--- config.mk ---
export PLATFORM = sky130hd
export DESIGN_NAME = afg_core
export DESIGN_NICKNAME = d
export VERILOG_FILES = /design/src/rtl/afg_pkg.sv /design/src/rtl/afg_decode.sv /design/src/rtl/afg_arith.sv /design/src/rtl/afg_logic.sv /design/src/rtl/afg_core.sv
export SDC_FILE = /design/constraint.sdc
export NUM_CORES = 1
export LEC_CHECK = 0
export BUFFER_PORTS_ARGS = -buffer_cell sky130_fd_sc_hd__clkbuf_2
export CAP_MARGIN = 10
export CORE_ASPECT_RATIO = 0.75
export CORE_UTILIZATION = 44
export DETAILED_ROUTE_END_ITERATION = 12
export PLACE_DENSITY = 0.76
export SYNTH_ARGS = -nofsm -noshare
export SYNTH_HDL_FRONTEND = slang
export SYNTH_SLANG_ARGS = --single-unit
--- constraint.sdc ---
create_clock -name vclk -period 9.2
set_input_delay 1.38 -clock vclk [all_inputs]
set_output_delay 1.38 -clock vclk [all_outputs]
set_load 0.05 [all_outputs]
--- src/rtl/afg_pkg.sv ---
// Shared types for the condition flag generator: operation codes,
// flag bit positions and the decoded control word.
package afg_pkg;

    localparam int FLAG_N = 3;
    localparam int FLAG_Z = 2;
    localparam int FLAG_C = 1;
    localparam int FLAG_V = 0;

    typedef enum logic [3:0] {
        OP_ADD = 4'd0,
        OP_ADC = 4'd1,
        OP_SUB = 4'd2,
        OP_SBC = 4'd3,
        OP_RSC = 4'd4,
        OP_AND = 4'd5,
        OP_ORR = 4'd6,
        OP_BIC = 4'd7,
        OP_MOV = 4'd8,
        OP_MVN = 4'd9,
        OP_TST = 4'd10,
        OP_CMP = 4'd11,
        OP_CMN = 4'd12
    } afg_op_e;

    typedef enum logic [1:0] {
        CIN_ZERO = 2'd0,
        CIN_ONE  = 2'd1,
        CIN_FLAG = 2'd2
    } afg_cin_e;

    typedef enum logic [2:0] {
        LOP_AND = 3'd0,
        LOP_OR  = 3'd1,
        LOP_BIC = 3'd2,
        LOP_MOV = 3'd3,
        LOP_MVN = 3'd4
    } afg_lop_e;

    typedef struct packed {
        logic     valid;        // supported code
        logic     arith;        // result and C/V come from the adder
        logic     flags_always; // comparison class
        logic     swap;         // adder x takes the second operand
        logic     invert;       // adder y is inverted
        afg_cin_e cin;          // adder carry-in source
        afg_lop_e lop;          // logic function
    } afg_ctrl_t;

endpackage

--- src/rtl/afg_decode.sv ---
// Operation decoder. It maps the 4-bit code onto the control word that
// steers the adder and the logic unit.
// Assumes: codes above the last defined operation are invalid.
module afg_decode
    import afg_pkg::*;
(
    input  logic [3:0] opcode_i,
    output afg_ctrl_t  ctrl_o
);

    // Purpose: translate the operation code into datapath controls.
    always_comb begin
        ctrl_o = '{valid: 1'b1, arith: 1'b0, flags_always: 1'b0, swap: 1'b0,
                   invert: 1'b0, cin: CIN_ZERO, lop: LOP_AND};
        case (opcode_i)
            OP_ADD: begin ctrl_o.arith = 1'b1; end
            OP_ADC: begin ctrl_o.arith = 1'b1; ctrl_o.cin = CIN_FLAG; end
            OP_SUB: begin ctrl_o.arith = 1'b1; ctrl_o.invert = 1'b1; ctrl_o.cin = CIN_ONE; end
            OP_SBC: begin ctrl_o.arith = 1'b1; ctrl_o.invert = 1'b1; ctrl_o.cin = CIN_FLAG; end
            OP_RSC: begin
                ctrl_o.arith  = 1'b1;
                ctrl_o.swap   = 1'b1;
                ctrl_o.invert = 1'b1;
                ctrl_o.cin    = CIN_FLAG;
            end
            OP_AND: ctrl_o.lop = LOP_AND;
            OP_ORR: ctrl_o.lop = LOP_OR;
            OP_BIC: ctrl_o.lop = LOP_BIC;
            OP_MOV: ctrl_o.lop = LOP_MOV;
            OP_MVN: ctrl_o.lop = LOP_MVN;
            OP_TST: begin ctrl_o.lop = LOP_AND; ctrl_o.flags_always = 1'b1; end
            OP_CMP: begin
                ctrl_o.arith        = 1'b1;
                ctrl_o.invert       = 1'b1;
                ctrl_o.cin          = CIN_ONE;
                ctrl_o.flags_always = 1'b1;
            end
            OP_CMN: begin ctrl_o.arith = 1'b1; ctrl_o.flags_always = 1'b1; end
            default: ctrl_o.valid = 1'b0;
        endcase
    end

endmodule

--- src/rtl/afg_arith.sv ---
// Single adder shared by every arithmetic operation. It returns the sum,
// the carry out of the top bit and the two's-complement overflow.
// Assumes: subtraction is presented as x + ~y + cin by the caller.
module afg_arith #(
    parameter int WIDTH = 32
) (
    input  logic [WIDTH-1:0] x_i,
    input  logic [WIDTH-1:0] y_i,
    input  logic             cin_i,
    output logic [WIDTH-1:0] sum_o,
    output logic             cout_o,
    output logic             ovf_o
);

    localparam int MSB = WIDTH - 1;

    logic [WIDTH:0] full;

    // Purpose: form the three-input sum with one extra bit for carry.
    always_comb begin
        full   = {1'b0, x_i} + {1'b0, y_i} + {{WIDTH{1'b0}}, cin_i};
        sum_o  = full[MSB:0];
        cout_o = full[WIDTH];
        ovf_o  = (x_i[MSB] == y_i[MSB]) && (full[MSB] != x_i[MSB]);
    end

endmodule

--- src/rtl/afg_logic.sv ---
// Bitwise unit for AND, OR, bit-clear, move and move-not.
// Assumes: the second operand is already shifted.
module afg_logic
    import afg_pkg::*;
#(
    parameter int WIDTH = 32
) (
    input  logic [WIDTH-1:0] a_i,
    input  logic [WIDTH-1:0] b_i,
    input  afg_lop_e         lop_i,
    output logic [WIDTH-1:0] res_o
);

    // Purpose: select the requested bitwise function.
    always_comb begin
        case (lop_i)
            LOP_AND: res_o = a_i & b_i;
            LOP_OR:  res_o = a_i | b_i;
            LOP_BIC: res_o = a_i & ~b_i;
            LOP_MOV: res_o = b_i;
            LOP_MVN: res_o = ~b_i;
            default: res_o = '0;
        endcase
    end

endmodule

--- src/rtl/afg_core.sv ---
// Top of the condition flag generator. It steers the operands into the
// adder or the logic unit, picks the result and forms the next flags
// and the write-back strobe.
// Assumes: combinational use; the caller registers the outputs.
module afg_core
    import afg_pkg::*;
#(
    parameter int WIDTH = 32
) (
    input  logic [WIDTH-1:0] opa_i,
    input  logic [WIDTH-1:0] opb_i,
    input  logic             shc_i,
    input  logic [3:0]       flags_i,
    input  logic [3:0]       opcode_i,
    input  logic             setf_i,
    output logic [WIDTH-1:0] result_o,
    output logic [3:0]       flags_o,
    output logic             wr_en_o
);

    localparam int MSB = WIDTH - 1;

    afg_ctrl_t        ctrl;
    logic [WIDTH-1:0] add_x, add_y, y_raw, add_sum, log_res;
    logic             add_cin, add_cout, add_ovf, upd;

    afg_decode u_dec (.opcode_i(opcode_i), .ctrl_o(ctrl));

    // Purpose: order, invert and carry-in steering for the adder.
    always_comb begin
        add_x = ctrl.swap ? opb_i : opa_i;
        y_raw = ctrl.swap ? opa_i : opb_i;
        add_y = ctrl.invert ? ~y_raw : y_raw;
        case (ctrl.cin)
            CIN_ONE:  add_cin = 1'b1;
            CIN_FLAG: add_cin = flags_i[FLAG_C];
            default:  add_cin = 1'b0;
        endcase
    end

    afg_arith #(.WIDTH(WIDTH)) u_add (
        .x_i(add_x), .y_i(add_y), .cin_i(add_cin),
        .sum_o(add_sum), .cout_o(add_cout), .ovf_o(add_ovf)
    );

    afg_logic #(.WIDTH(WIDTH)) u_log (
        .a_i(opa_i), .b_i(opb_i), .lop_i(ctrl.lop), .res_o(log_res)
    );

    // Purpose: result select, flag update and write strobe.
    always_comb begin
        if (!ctrl.valid)     result_o = '0;
        else if (ctrl.arith) result_o = add_sum;
        else                 result_o = log_res;

        upd     = ctrl.valid && (ctrl.flags_always || setf_i);
        wr_en_o = ctrl.valid && !ctrl.flags_always;

        flags_o = flags_i;
        if (upd) begin
            flags_o[FLAG_N] = result_o[MSB];
            flags_o[FLAG_Z] = (result_o == '0);
            flags_o[FLAG_C] = ctrl.arith ? add_cout : shc_i;
            flags_o[FLAG_V] = ctrl.arith ? add_ovf : flags_i[FLAG_V];
        end
    end

endmodule

==> results_dict.tcl <==
set metrics [dict create \
    outcome "finished, final reports clean" \
    hold_path.class "in2out" \
    peakVddDrop_mv 0.0584 \
    routedWlPerCell_um 16.8 \
    grt_pass1_wl_um 28500 \
    drt_iter0_drc 674 \
    finalWorstSetupSlack_ns 1.08 \
    area_growth_pct 10.4 \
    hpwl_um 13100 \
    mostFrequentLayoutCells "clkbuf_2 (110), nand2_1 (89), nor2_1 (80)" \
    grt_max_degree 102 \
    crit_chain "clkbuf_2 > buf_12 > nand2_1 > nor3_2 > nand2b_2 > xnor2_1 > fa_1 > fa_1 > a21o_1 > a221oi_1 > xor2_1 > a21oi_1 > or4_4 > nor3_2 > nand4_1 > nor3_1 > o2111ai_1 > o31ai_2 > buf_12" \
    required_ns 7.82 \
    fmax_mhz 123 \
    slew_violations 0 \
    cts-resized-gates 0 \
    syn_inst 836 \
    worst_path_largest_cell_delay_ns 0.57 \
    final_nets 997 \
    avgSynthCellArea_um2 6.57 \
    postLayoutCellArea_um2 6060 \
    post_cts_buffers 0 \
    crit_buf_inv 3 \
    core_area_um2 11900 \
    worst_pin_slew_ns 1.25 \
    yosysSeqAreaShare_pct 0 \
    max-slew-margin-rel_pct 16.5 \
    gr-total-overflow 0 \
    holdWs_ns 3.15 \
    switching_share_pct 66.3 \
    critical_path_arrival_ns 6.74 \
    num-fill-cells 1238 \
    viasPerCell 6.34 \
    drc 0 \
    maxCapViolations 0 \
    chipHeight_um 98.7 \
    nClkBuffers 0 \
    p_seq_share_pct 0 \
    vias 6645 \
    ys_types 68 \
    worst_setup_path_end_kind "primary output" \
    ant_nets 0 \
    powerDensity_nw_per_um2 108 \
    first_pass_iters 6 \
    critical_path.max_fanout 101 \
    sequential_cell_total 0 \
    fin_crit_ns 8.12 \
    power_mw 0.655 \
    final_common_cell "clkbuf_2" \
    synthesis.nets 945 \
    finalSetupTns_ns 0 \
    yosys_warnings 0 \
    cp_slowest_cell "or4_4" \
    rsz0062_at_grt "false" \
    totalWireLength_um 17700 \
    io_pins 111 \
    syn_area_um2 5490 \
    drive_gt1_share_pct 19.3 \
    hold_viol 0 \
    io_buffers 111 \
    n_antenna_cell 0 \
    dieArea_um2 12900 \
    critical_path_class "in2out" \
    start_kind "input pin" \
    grt_antenna_before_repair 0 \
    dpl-instance-area_um2 6060 \
    seq_area_um2 0 \
    critPathTopFamily "simple AND/OR/NAND/NOR gates" \
    fin_crit_sh_pct 88.2 \
    start_util_pct 46.3 \
    p_int_mw 0.221 \
    die_x_um 131 \
    power_frac_clock_pct 0 \
    rows 34 \
    gp_congestion 0.990 \
    grt_util_all_layers_pct 26.5 \
    p_leak_nw 2.49 \
    p_comb_share_pct 100.0 \
    grt_pass1_vias 5632 \
    setup_viol 0 \
    post-place-ws_ns 1.15 \
    netSwitchingPower_mw 0.434 \
    ctsHoldBuffers 0 \
]
## routing by layer
| layer | global-route usage, % | wire length [um] |
|---|---|---|
| met1 | 40.4 | 8370 |
| met2 | 41.6 | 7540 |
| met3 | 1.90 | 1620 |
| met4 | 2.30 | 121 |
| met5 | 0 | 0 |
## final timing paths
| path | startpoint | to | slack (ns) | depth (start not counted) |
|---|---|---|---|---|
| max | opcode_i[2] | flags_o[2] | 1.08 | 19 |
| min | flags_i[2] | flags_o[2] | 3.15 | 4 |
## kinds of logic (layout without fill, tap and decap cells)
family	after synthesis	in the layout	share of synthesized area (%)
AO/OA/AOI/OAI	309	309	37.2
XOR/XNOR	51	51	8.14
adder cells (fa/ha/maj)	35	35	8.25
buffers and inverters	87	137	6.72
multiplexers	94	94	17.9
AND/OR/NAND/NOR	260	260	21.8
## Yosys cell counts (4+ instances only)
cell type | number | area, um^2
a21o_1 | 17 | 128
nand3_1 | 14 | 70.1
nand2_1 | 89 | 334
xor2_1 | 10 | 87.6
o21a_1 | 14 | 105
nand3b_1 | 4 | 30.0
o211ai_1 | 5 | 37.5
buf_2 | 22 | 110
o2bb2ai_1 | 4 | 35.0
o31ai_1 | 8 | 60.1
a21boi_0 | 19 | 143
mux2i_1 | 62 | 621
a211oi_1 | 5 | 37.5
a2111oi_0 | 4 | 35.0
and3_1 | 9 | 56.3
a311oi_1 | 5 | 43.8
o21ai_1 | 6 | 30.0
nor2_1 | 80 | 300
nand2b_1 | 11 | 68.8
o21ai_0 | 77 | 385
inv_1 | 15 | 56.3
buf_1 | 5 | 18.8
clkbuf_1 | 43 | 161
nand4_1 | 9 | 56.3
a31oi_1 | 5 | 31.3
xnor2_1 | 41 | 359
o22ai_1 | 11 | 68.8
o221ai_1 | 4 | 35.0
nor3_1 | 17 | 85.1
o311ai_0 | 15 | 131
a211o_1 | 4 | 35.0
o21bai_1 | 6 | 45.0
mux2_2 | 32 | 360
a21oi_1 | 61 | 305
a221oi_1 | 5 | 43.8
or3_1 | 4 | 25.0
ha_1 | 33 | 413
a22oi_1 | 5 | 37.5
## power groups by stage
stage | combinational [mW] | sequential [mW] | clock [mW]
after floorplan | 0.488 | 0 | 0
after global placement | 0.636 | 0 | 0
after detailed placement | 0.640 | 0 | 0
after CTS | 0.643 | 0 | 0
after global routing | 0.707 | 0 | 0
final | 0.655 | 0 | 0
## per-stage QoR
stage          utilization (%)  cells
6_report                  51.1   1048
4_1_cts                   51.1   1048
3_3_place_gp              51.1   1048
2_1_floorplan                -    836
3_5_place_dp              51.1   1048
5_1_grt                   51.1   1048
## layout make-up
| class | instances | area, um^2 | area share (%) |
|---|---|---|---|
| tap | 162 | 203 | 3.35 |
| inverter | 15 | 56.3 | 0.929 |
| multi-input combinational | 749 | 5130 | 84.7 |
| timing repair buffer | 122 | 666 | 11.0 |
Note: power is estimated with default switching activity, not from simulation.
